<file path="config.mk">
export PLATFORM = sky130hd
export DESIGN_NAME = tx_chan_monitor
export DESIGN_NICKNAME = d
export VERILOG_FILES = /design/src/rtl/txmon_pkg.sv /design/src/rtl/txmon_chan.sv /design/src/rtl/txmon_err.sv /design/src/rtl/tx_chan_monitor.sv
export SDC_FILE = /design/constraint.sdc
export NUM_CORES = 1
export LEC_CHECK = 0
export ABC_AREA = 0
export ABC_CLOCK_PERIOD_IN_PS = 2800
export BUFFER_PORTS_ARGS = -buffer_cell sky130_fd_sc_hd__buf_4
export CORE_ASPECT_RATIO = 1.75
export CORE_MARGIN = 3
export CORE_UTILIZATION = 40
export CTS_BUF_LIST = sky130_fd_sc_hd__clkbuf_8
export DETAILED_ROUTE_END_ITERATION = 10
export HOLD_SLACK_MARGIN = 0.15
export SETUP_SLACK_MARGIN = 0.2
export SKIP_CTS_REPAIR_TIMING = 1
export SYNTH_ARGS = -nofsm -noshare
export SYNTH_HDL_FRONTEND = slang
export SYNTH_SLANG_ARGS = --single-unit
</file>
<file path="constraint.sdc">
create_clock -name clk -period 2.8 [get_ports clk]
set_input_delay 0.14 -clock clk [delete_from_list [all_inputs] [get_ports clk]]
set_output_delay 0.14 -clock clk [all_outputs]
set_load 0.005 [all_outputs]
</file>
<file path="src/rtl/txmon_pkg.sv">
package txmon_pkg;
  typedef enum logic [1:0] {
    CH_OFF   = 2'b00,
    CH_DRAIN = 2'b01,
    CH_RUN   = 2'b10,
    CH_RSVD  = 2'b11
  } ch_mode_e;

  localparam int MAX_CH         = 8;
  localparam int ERR_ADDR_BIT   = 31;
  localparam int ERR_DW_BIT     = 30;
  localparam int ERR_OVF_LSB    = 9;
  localparam int ERR_CRD_LSB    = 0;
  localparam int STAT_EMPTY_LSB = 24;
  localparam int STAT_IDLE_LSB  = 16;
endpackage

</file>
<file path="src/rtl/txmon_chan.sv">
module txmon_chan
  import txmon_pkg::*;
#(
  parameter int CW = 8,
  parameter int OW = 4
) (
  input  logic          clk,
  input  logic          rst_n,
  input  logic          cfg_we,
  input  ch_mode_e      cfg_mode,
  input  logic          cfg_cen,
  input  logic          crd_we,
  input  logic [CW-1:0] crd_val,
  input  logic          act,
  input  logic          done,
  input  logic          issue,
  input  logic          ack,
  input  logic          full,
  output logic          occ_o,
  output logic          idle_o,
  output logic          req_ok_o,
  output logic [CW-1:0] credit_o,
  output logic          ovf_o,
  output logic          desync_o
);
  localparam logic [OW-1:0] OUT_MAX = '1;

  ch_mode_e      mode_q;
  logic          cen_q;
  logic [CW-1:0] credit_q;
  logic          occ_q;
  logic [OW-1:0] outst_q;
  logic          load;
  logic          crd_nz;

  assign crd_nz   = (credit_q != '0);
  assign load     = act && (mode_q == CH_RUN);
  assign ovf_o    = load && occ_q && !done;
  assign desync_o = full && crd_nz;

  always_ff @(posedge clk) begin
    if (!rst_n) begin
      mode_q   <= CH_OFF;
      cen_q    <= 1'b0;
      credit_q <= '0;
      occ_q    <= 1'b0;
      outst_q  <= '0;
    end else begin
      if (cfg_we) begin
        mode_q <= cfg_mode;
        cen_q  <= cfg_cen;
      end
      if (crd_we)
        credit_q <= crd_val;
      else if (issue && crd_nz)
        credit_q <= credit_q - 1'b1;
      occ_q <= load || (occ_q && !done);
      case ({issue, ack})
        2'b10: if (outst_q != OUT_MAX) outst_q <= outst_q + 1'b1;
        2'b01: if (outst_q != '0) outst_q <= outst_q - 1'b1;
        default: ;
      endcase
    end
  end

  assign occ_o    = occ_q;
  assign idle_o   = (outst_q == '0);
  assign credit_o = credit_q;
  assign req_ok_o = occ_q && (mode_q == CH_RUN || mode_q == CH_DRAIN) &&
                    (!cen_q || crd_nz);
endmodule

</file>
<file path="src/rtl/txmon_err.sv">
module txmon_err (
  input  logic        clk,
  input  logic        rst_n,
  input  logic [31:0] set_i,
  input  logic        clr_we,
  input  logic [31:0] clr_mask,
  output logic [31:0] err_o
);
  logic [31:0] err_q;
  logic [31:0] clr;

  assign clr = clr_we ? clr_mask : 32'd0;

  always_ff @(posedge clk) begin
    if (!rst_n) err_q <= '0;
    else        err_q <= (err_q & ~clr) | set_i;
  end

  assign err_o = err_q;
endmodule

</file>
<file path="src/rtl/tx_chan_monitor.sv">
module tx_chan_monitor
  import txmon_pkg::*;
#(
  parameter int NCH = 8,
  parameter int CW  = 8,
  parameter int OW  = 4,
  localparam int CHW = (NCH > 1) ? $clog2(NCH) : 1
) (
  input  logic              clk,
  input  logic              rst_n,
  input  logic              cfg_we,
  input  logic [CHW-1:0]    cfg_chan,
  input  logic [1:0]        cfg_mode,
  input  logic              cfg_credit_en,
  input  logic              crd_we,
  input  logic [CHW-1:0]    crd_chan,
  input  logic [CW-1:0]     crd_val,
  input  logic              err_clr_we,
  input  logic [31:0]       err_clr_mask,
  input  logic [NCH-1:0]    act_cmd,
  input  logic [NCH-1:0]    frame_done,
  input  logic [NCH-1:0]    req_issue,
  input  logic [NCH-1:0]    req_ack,
  input  logic [NCH-1:0]    fifo_full,
  input  logic              addr_fault,
  input  logic              dword_short,
  output logic [31:0]       status_o,
  output logic [31:0]       err_o,
  output logic [NCH-1:0]    req_ok_o,
  output logic [NCH*CW-1:0] credit_o
);
  logic [NCH-1:0] occ, idle, ovf, desync;
  logic [31:0]    err_set;

  for (genvar c = 0; c < NCH; c++) begin : g_ch
    txmon_chan #(.CW(CW), .OW(OW)) u_chan (
      .clk      (clk),
      .rst_n    (rst_n),
      .cfg_we   (cfg_we && (cfg_chan == CHW'(c))),
      .cfg_mode (ch_mode_e'(cfg_mode)),
      .cfg_cen  (cfg_credit_en),
      .crd_we   (crd_we && (crd_chan == CHW'(c))),
      .crd_val  (crd_val),
      .act      (act_cmd[c]),
      .done     (frame_done[c]),
      .issue    (req_issue[c]),
      .ack      (req_ack[c]),
      .full     (fifo_full[c]),
      .occ_o    (occ[c]),
      .idle_o   (idle[c]),
      .req_ok_o (req_ok_o[c]),
      .credit_o (credit_o[c*CW +: CW]),
      .ovf_o    (ovf[c]),
      .desync_o (desync[c])
    );
  end

  always_comb begin
    err_set = '0;
    err_set[ERR_ADDR_BIT] = addr_fault;
    err_set[ERR_DW_BIT]   = dword_short;
    for (int c = 0; c < NCH; c++) begin
      err_set[ERR_OVF_LSB + c] = ovf[c];
      err_set[ERR_CRD_LSB + c] = desync[c];
    end
  end

  always_comb begin
    status_o = '0;
    for (int c = 0; c < NCH; c++) begin
      status_o[STAT_EMPTY_LSB + c] = !occ[c];
      status_o[STAT_IDLE_LSB + c]  = idle[c];
    end
  end

  txmon_err u_err (
    .clk      (clk),
    .rst_n    (rst_n),
    .set_i    (err_set),
    .clr_we   (err_clr_we),
    .clr_mask (err_clr_mask),
    .err_o    (err_o)
  );
endmodule

</file>
==> results.toml, run 1 <==
[status]
status = "complete, no violations"

[finish]
drive_above_1_share_pct = 20.9
layout_common_cells = "buf_4, dfxtp_1, a21oi_1"
nets = 1509
area_delta_synth_final_pct = 33.5
layout_commonest_cell = "buf_4"
num_antenna_cells = 0

[clocking]
htreeDepth = 4
clk_pin_slew_ns = 0.09
tritoncts = "done"
numCtsBuffers = 17
clock_latency_ns = 0.46
cts_root_buf = "clkbuf_8"
cts_sinks = 160
cts.path.max_buffers = 2

[timing]
relSlewSlack_pct = 44.3
timing.final.crit_period_ns = 2.28
grt_setup_unrepaired = "no"
hold_viol_final = 0
drv_slew = 0
hold_slack_ns = 0.146
setup_tns_ns = 0
finalSetupViolations = 0
setup_ws_ns = 0.525
post-route-period-util_pct = 81.3
tightest_slew_ns = 0.835
fmax_mhz = 440
fin_skew_ns = 0.0119

[routing]
drtIter0Drc = 386
final_antenna_net_count = 0
vias_per_cell = 5.22
drt_wl_total_mm = 26.9
first_pass_iters = 5
vias = 8700
wl_per_cell_um = 16.1
drc = 0

[global_routing]
grt_max_degree = 55
grt_pass1_vias = 7889
grt_overflow = 0
grt_first_pass_wirelength_mm = 40.5
grtUsageTotal_pct = 20.7
antenna_found_initial = 0

[yosys]
syn_inst = 1081
yosys_warnings = 0
synth-xor-area-share_pct = 4.34
synth_compound_area_share_pct = 18.9
synth_top_cell_area_share_pct = 35.3
synth_area_leaders = "dfxtp_1, ha_1, a21oi_1, mux2i_1, o21ai_0"
synth_top_family_by_area = "simple AND/OR/NAND/NOR gates"
ys_seq_elements = 160
synthArstFlopShare_pct = 0
yosys.area_share.simple_pct = 21.6
synth_fa_ha_area_share_pct = 7.72
avgSynthCellArea_um2 = 8.40
synthMuxAreaShare_pct = 5.42
synth_edf_count = 0
synth_cell_type_count = 51
yosysSeqAreaShare_pct = 35.3
synth_area_mm2 = 0.00908
yosysTopAreaCell = "dfxtp_1"
dominantRegCellSynth = "dfxtp_1"

[power]
max-vdd-ir-drop_uv = 483
powerDensity_mw_per_mm2 = 831
leakage_nw = 5.15

[critical_path]
start_kind = "register"
rrSetupSlack_ns = 0.52
crit_fanout = 6
worstPathArrival_ns = 2.62
worstSetupPathType = "register to register"
end_kind = "register"
reg2reg_to = "u_err.err_o[1]"
regToRegStartpoint = "g_ch[1].u_chan.credit_o[0]"
cp.required_ns = 3.15
rr_worst_depth = 7

[floorplan]
initial_core_util_pct = 40.8
die_h_um = 205
core_area_mm2 = 0.0223
pin_count = 232
dieArea_mm2 = 0.0246
num_rows = 72
dieWidth_um = 120

[flow_run]
max_cap_violations = 0

[hold_path]
hold-path-cell-count = 2
min_from = "err_clr_we"
min_to = "u_err.err_o[17]"
hold_class = "input port to register"

[place]
dp_hpwl_mm = 19.2
gp_congestion = 0.812
io_buffers = 215
pre_cts_slack_ns = 0.798
-- logic make-up after synthesis --
| kind of cell | after synthesis |
|---|---|
| adder cells (fa/ha/maj) | 56 |
| buffers and inverters | 129 |
| multiplexers | 49 |
| flip-flops | 160 |
| AND/OR/NAND/NOR | 345 |
| other | 1 |
| AO/OA/AOI/OAI | 296 |
| XOR/XNOR | 45 |
-- cell type report --
type | count | area, µm²
Clock inverter | 13 | 148
Inverter | 55 | 206
Clock buffer | 19 | 262
Multi-Input combinational cell | 807 | 5320
Sequential cell | 160 | 3200
Timing Repair Buffer | 316 | 2610
Fill cell | 2141 | 10100
Tap cell | 296 | 370
-- state kept, by name (all words and copies together) (netlist names) --
signal	count
g_ch.u_chan.credit_o	64
g_ch.u_chan.outst_q	32
u_err.err_o	32
g_ch.u_chan.mode_q	16
g_ch.u_chan.cen_q	8
g_ch.u_chan.occ_o	8
-- how the worst max path moves through the flow --
stage / endpoint / startpoint / cells after the start / slack, ns
3_5_place_dp: g_ch[4].u_chan.credit_o[0] / g_ch[4].u_chan.credit_o[0] / 6 / 0.80
3_3_place_gp: g_ch[2].u_chan.credit_o[1] / g_ch[2].u_chan.credit_o[0] / 6 / 0.85
4_1_cts: req_ok_o[4] / g_ch[4].u_chan.credit_o[0] / 5 / 0.47
2_1_floorplan: g_ch[3].u_chan.credit_o[0] / g_ch[3].u_chan.credit_o[0] / 6 / 1.10
6_report: u_err.err_o[1] / g_ch[1].u_chan.credit_o[0] / 7 / 0.52
5_1_grt: req_ok_o[4] / g_ch[4].u_chan.credit_o[0] / 5 / 0.31
-- worst max-delay path, stage by stage, from the launching register on --
cell	delay [ns]
dfxtp_1	0.35
inv_1	0.10
ha_1	0.15
nor3b_1	0.62
nand2_1	0.14
a22oi_1	0.20
dlygate4sd3_1	0.57
nor2_1	0.04
-- report_power, final --
group	total, mW	leakage (nW)	switching (mW)	internal [mW]
sequential	3.50	1.31	0.713	2.78
combinational	4.77	3.63	2.30	2.47
clock	1.80	0.217	0.886	0.916
total	10.1	5.15	3.90	6.17
-- stage by stage --
stage / power (mW) / area (µm²) / std cells / utilization (%)
CTS: 9.98 / 11200 / 1575 / 50.4
global placement: 8.08 / 10800 / 1543 / 48.5
detailed placement: 8.14 / 10800 / 1543 / 48.5
global route: 10.9 / 12100 / 1666 / 54.5
finish: 10.1 / 12100 / 1666 / 54.5
floorplan: 6.31 / 9140 / 1096 / -
-- routing by layer --
metal / GRT usage [%] / up-vias / routed length [µm]
met2: 38.5 / 204 / 14300
li1: - / 4375 / -
met3: 4.21 / 31 / 1340
met1: 23.0 / 4090 / 10700
met4: 7.54 / 0 / 556
met5: 0 / - / 0
-- Yosys cell counts, types with 10 or more instances --
cell and number:
nand3_1 24, o21ai_0 82, nor2_1 61, buf_4 32, nor3b_1 21, a21oi_1 126
xnor2_1 30, o31ai_1 11, nand4b_1 15, or3b_2 10, a31oi_1 13, dfxtp_1 160
or3_1 11, nand2b_1 21, mux2i_1 48, nand3b_1 12, a211oi_1 27, clkbuf_1 32
nand2_1 95, inv_1 55, ha_1 56, xor2_1 15, and3b_1 11, or2_2 11
(Power assumes the default switching activity.)
==> run 2, diff against run 1 <==
--- a/config.mk
+++ b/config.mk
@@ -6,7 +6,7 @@
 export NUM_CORES = 1
 export LEC_CHECK = 0
 export ABC_AREA = 0
-export ABC_CLOCK_PERIOD_IN_PS = 2800
+export ABC_CLOCK_PERIOD_IN_PS = 2100
 export BUFFER_PORTS_ARGS = -buffer_cell sky130_fd_sc_hd__buf_4
 export CORE_ASPECT_RATIO = 1.75
 export CORE_MARGIN = 3
==> constraint.sdc (replaced) <==
create_clock -name clk -period 2.1 [get_ports clk]
set_input_delay 0.105 -clock clk [delete_from_list [all_inputs] [get_ports clk]]
set_output_delay 0.105 -clock clk [all_outputs]
set_load 0.005 [all_outputs]
==> run 2 against run 1 <==
  * Worst hold slack lost 0.059 ns
  * Wire length grew 4.2%
  * Non-clock buffer count grew 65
  * First-iteration DRC count grew 10%
  * Critical path depth shrank 1
  * Cell area grew 6.9%
  * Setup slack lost 0.30 ns
  * Core utilization grew 3.7 points
  * Clock power grew 50%
==> results.toml, run 2 (synthesized netlist as in run 1, its figures left out) <==
[finish]
design_area_mm2 = 0.0130
num_antenna_cells = 0
largest_reg_flops = 64
layout_commonest_cell = "buf_4"
utilization_pct = 58.2
layout_common_cells = "buf_4, dfxtp_1, a21oi_1"
final_cells = 1731
nets = 1574
drive_above_1_share_pct = 27.0
area_delta_synth_final_pct = 42.7

[global_routing]
grt_max_degree = 61
grt_first_pass_wirelength_mm = 41.0
grt_pass1_vias = 8123
antenna_found_initial = 0
use_met2_pct = 39.9
met1_usage_pct = 22.9
grtUsageMet3_pct = 4.15
grt_overflow = 0
busiest_layer = "met2"
grtUsageTotal_pct = 20.9

[routing]
drt_wl_total_mm = 28.0
vias_per_cell = 5.20
drc = 0
first_pass_iters = 4
drtIter0Drc = 426
final_antenna_net_count = 0
vias = 9003
wl_per_cell_um = 16.2

[power]
finalPower_mw = 15.1
leakage_nw = 5.55
max-vdd-ir-drop_uv = 666
powerDensity_mw_per_mm2 = 1160

[critical_path]
end_kind = "register"
crit_fanout = 8
worstPathArrival_ns = 2.22
crit_slowest_cell = "nor3_1"
worstSetupPathType = "input port to register"
cp.required_ns = 2.45
rrSetupSlack_ns = 0.35
worst_path_most_repeated_cell = "dlygate4sd3_1"
start_kind = "input port"
cp_slowest_stage_delay_ns = 0.56
crit_chain = "dlygate4sd3_1 > buf_4 > nor3_1 > mux2i_1 > dlygate4sd3_1 > nor2_1"

[hold_path]
hold_class = "input port to register"

[flow_run]
max_cap_violations = 0

[floorplan]
die_h_um = 205
num_rows = 72
dieArea_mm2 = 0.0246
core_area_mm2 = 0.0223
initial_core_util_pct = 40.8
dieWidth_um = 120
pin_count = 232

[clocking]
numCtsBuffers = 17
cts_sinks = 160
htreeDepth = 4
cts_root_buf = "clkbuf_8"
clock_latency_ns = 0.47
cts.path.max_buffers = 2
clk_pin_slew_ns = 0.09
tritoncts = "done"

[timing]
finalSetupViolations = 0
setup_ws_ns = 0.228
tightest_slew_ns = 0.650
grt_setup_unrepaired = "yes"
timing.final.crit_period_ns = 1.87
hold_viol_final = 0
fmax_mhz = 534
drv_slew = 0
fin_skew_ns = 0.00797
post-route-period-util_pct = 89.1
relSlewSlack_pct = 56.3

[place]
gp_congestion = 0.844
dpl_cell_area_mm2 = 0.0109
pre_cts_slack_ns = 0.189
dp_hpwl_mm = 19.5
io_buffers = 215
dp.cells = 1559

[status]
status = "complete, no violations"
-- run 2: cell types whose count changed in the layout (fill, tap and decap cells not counted), sizes merged --
| cell | before | now |
|---|---|---|
| buf | 225 | 276 |
| bufinv | 3 | 5 |
| clkbuf | 19 | 21 |
| clkinv | 4 | 1 |
| clkinvlp | 2 | 3 |
| dlygate4sd3 | 91 | 105 |
| inv | 59 | 57 |
-- run 2: power breakdown --
group | internal, mW | switching (mW)
clock network | 1.53 | 1.17
registers | 3.79 | 0.989
logic | 4.17 | 3.41
-- run 2: final cells by class --
type                       instances  area [µm²]
fill                            2017        9300
multi-input combinational        807        5500
sequential                       160        3260
timing repair buffer             381        3140
tap                              296         370
clock buffer                      21         289
inverter                          55         206
clock inverter                    11         185
-- run 2: per-stage QoR --
step,hold slack (ns),setup TNS (ns)
after CTS,-0.241,-0.277
final,0.0864,0
after floorplan,0.192,0
after detailed placement,0.280,0
after global routing,0.0780,0
after global placement,0.278,0
-- run 2: routing by layer --
metal	share of wire [%]	vias up
met5	0	-
met4	2.3	0
met3	4.3	40
met2	54	221
met1	40	4237
li1	-	4505
-- run 2: worst paths after layout --
check / to / startpoint / depth (start not counted)
worst max register to register: g_ch[3].u_chan.credit_o[0] / g_ch[3].u_chan.credit_o[0] / 8
worst min register to register: g_ch[3].u_chan.outst_q[3] / g_ch[3].u_chan.outst_q[3] / 2
worst max-delay path: g_ch[0].u_chan.mode_q[0] / cfg_chan[1] / 6
worst min-delay path: g_ch[7].u_chan.credit_o[4] / req_issue[7] / 5
-- run 2: critical path: cells and delay by family --
kind | cells | cell delay, ns
buf+inv | 3 | 1.28
simple gates | 2 | 0.60
mux | 1 | 0.25
==> run 3, diff against run 2 <==
--- a/config.mk
+++ b/config.mk
@@ -10,10 +10,11 @@
 export BUFFER_PORTS_ARGS = -buffer_cell sky130_fd_sc_hd__buf_4
 export CORE_ASPECT_RATIO = 1.75
 export CORE_MARGIN = 3
-export CORE_UTILIZATION = 40
+export CORE_UTILIZATION = 45
 export CTS_BUF_LIST = sky130_fd_sc_hd__clkbuf_8
 export DETAILED_ROUTE_END_ITERATION = 10
 export HOLD_SLACK_MARGIN = 0.15
+export PLACE_DENSITY = 0.69
 export SETUP_SLACK_MARGIN = 0.2
 export SKIP_CTS_REPAIR_TIMING = 1
 export SYNTH_ARGS = -nofsm -noshare
==> run 3 against run 2 <==
  * Sequential cell count unchanged
  * Critical path type is now register to output pin
  * Non-clock buffer count decreased by 9
  * Cell area is 1.5% lower
  * Critical path depth unchanged
==> results.toml, run 3 (synthesized netlist as in run 1, its figures left out) <==
[floorplan]
die_h_um = 194
dieWidth_um = 113
num_rows = 68
core_area_mm2 = 0.0197
dieArea_mm2 = 0.0220
initial_core_util_pct = 46.0
pin_count = 232

[power]
power.internal_mw = 9.08
p_clk_share_pct = 16.6
max-vdd-ir-drop_uv = 927
seqPwrFrac_pct = 32.6
power_frac_comb_pct = 50.9
p_sw_mw = 5.55
powerDensity_mw_per_mm2 = 1150
finalPower_mw = 14.6
switching_share_pct = 37.9
leakage_nw = 5.49

[timing]
fin_skew_ns = 0.0111
drv_slew = 0
tightest_slew_ns = 0.639
fmax_mhz = 538
grt_setup_unrepaired = "no"
hold_viol_final = 0
finalSetupViolations = 0
timing.final.crit_period_ns = 1.86
relSlewSlack_pct = 57.2
post-route-period-util_pct = 88.4
setup_tns_ns = 0

[critical_path]
worstSetupPathType = "register to output pin"
crit_chain = "inv_1 > ha_2 > nor3b_1 > buf_4 > a311oi_2 > buf_4"
worst_path_most_repeated_cell = "buf_4"
worstPathArrival_ns = 1.75
end_kind = "output pin"
cp.required_ns = 2.00
critPathBufInv = 3
rrSetupSlack_ns = 0.30
crit_fanout = 5
rr_worst_depth = 4
crit_family = "buffers and inverters"
regToRegStartpoint = "g_ch[1].u_chan.credit_o[3]"
start_kind = "register"
cp_slowest_stage_delay_ns = 0.35
reg2reg_to = "g_ch[1].u_chan.credit_o[7]"
crit_slowest_cell = "dfxtp_4"

[clocking]
numCtsBuffers = 17
clock_latency_ns = 0.46
clk_pin_slew_ns = 0.09
htreeDepth = 4
cts_root_buf = "clkbuf_8"
cts.path.max_buffers = 2
cts_sinks = 160
tritoncts = "done"

[place]
io_buffers = 215
gp_congestion = 0.890
dp_hpwl_mm = 18.9

[routing]
wl_per_cell_um = 16.6
final_antenna_net_count = 0
drt_wl_total_mm = 27.8
drtIter0Drc = 403
vias = 9085
first_pass_iters = 5
drc = 0
vias_per_cell = 5.44

[finish]
layout_common_cells = "buf_4, dfxtp_1, a21oi_1"
area_delta_synth_final_pct = 40.5
fill_cells = 1700
layout_commonest_cell = "buf_4"
num_antenna_cells = 0
utilization_pct = 64.6
largest_reg_flops = 64
drive_above_1_share_pct = 26.3
nets = 1565

[hold_path]
hold_class = "input port to register"
hold-path-cell-count = 4
min_from = "req_issue[3]"
min_to = "g_ch[3].u_chan.credit_o[3]"

[global_routing]
grtUsageTotal_pct = 22.4
antenna_found_initial = 0
grt_overflow = 0
grt_first_pass_wirelength_mm = 39.9
grt_max_degree = 84
grt_pass1_vias = 7974

[flow_run]
max_cap_violations = 0

[status]
status = "complete, no violations"
## run 3: cell types whose count changed in the layout (fill, tap and decap cells not counted), moves of 3 or more
cell	delta
buf_4	-10
clkinv_2	+3
inv_1	+3
inv_2	-5
## run 3: worst max-delay path by stage
| stage | start | to | slack [ns] | depth (start not counted) |
|---|---|---|---|---|
| floorplan | g_ch[3].u_chan.credit_o[0] | g_ch[3].u_chan.credit_o[0] | 0.40 | 6 |
| global placement | req_issue[5] | g_ch[5].u_chan.outst_q[2] | 0.30 | 9 |
| detailed placement | req_issue[7] | g_ch[7].u_chan.outst_q[2] | 0.25 | 9 |
| CTS | g_ch[2].u_chan.credit_o[0] | req_ok_o[2] | -0.06 | 6 |
| global route | g_ch[7].u_chan.credit_o[0] | req_ok_o[7] | 0.18 | 6 |
| finish | g_ch[7].u_chan.credit_o[0] | req_ok_o[7] | 0.24 | 6 |
## run 3: area by class of cell
cell class / count / area, µm² / area share, %
multi-input combinational: 807 / 5490 / 43.0
sequential: 160 / 3260 / 25.5
timing repair buffer: 372 / 3080 / 24.1
tap: 245 / 307 / 2.40
clock buffer: 20 / 275 / 2.16
inverter: 55 / 211 / 1.66
clock inverter: 12 / 141 / 1.11
## run 3: routing by layer
metal | GRT usage (%) | share of wire (%) | up-vias
met1 | 24.1 | 38 | 4295
met3 | 4.09 | 4.7 | 48
met4 | 7.49 | 2.4 | 0
met5 | 0 | 0 | -
met2 | 43.0 | 55 | 262
li1 | - | - | 4480
## run 3: power groups by stage
stage / combinational, mW / clock [mW] / sequential (mW)
finish: 7.44 / 2.43 / 4.76
global route: 8.16 / 2.59 / 4.88
CTS: 6.46 / 2.49 / 4.64
detailed placement: 6.42 / 0 / 4.70
global placement: 6.34 / 0 / 4.69
floorplan: 3.91 / 0 / 4.50
## run 3: through the flow
step / instances / hold slack, ns / worst slack, ns / cell area [µm²]
3_5_place_dp: 1508 / 0.283 / 0.252 / 10900
3_3_place_gp: 1508 / 0.276 / 0.296 / 10900
5_1_grt: 1671 / 0.157 / 0.182 / 12800
4_1_cts: 1540 / -0.236 / -0.0634 / 11300
6_report: 1671 / 0.124 / 0.243 / 12800
2_1_floorplan: 1096 / 0.192 / 0.398 / 9140
## run 3: tightest hold or removal path, stage by stage
cell     delay [ns]
buf_4          0.10
inv_1          0.08
o21ai_0        0.17
a31oi_1        0.09
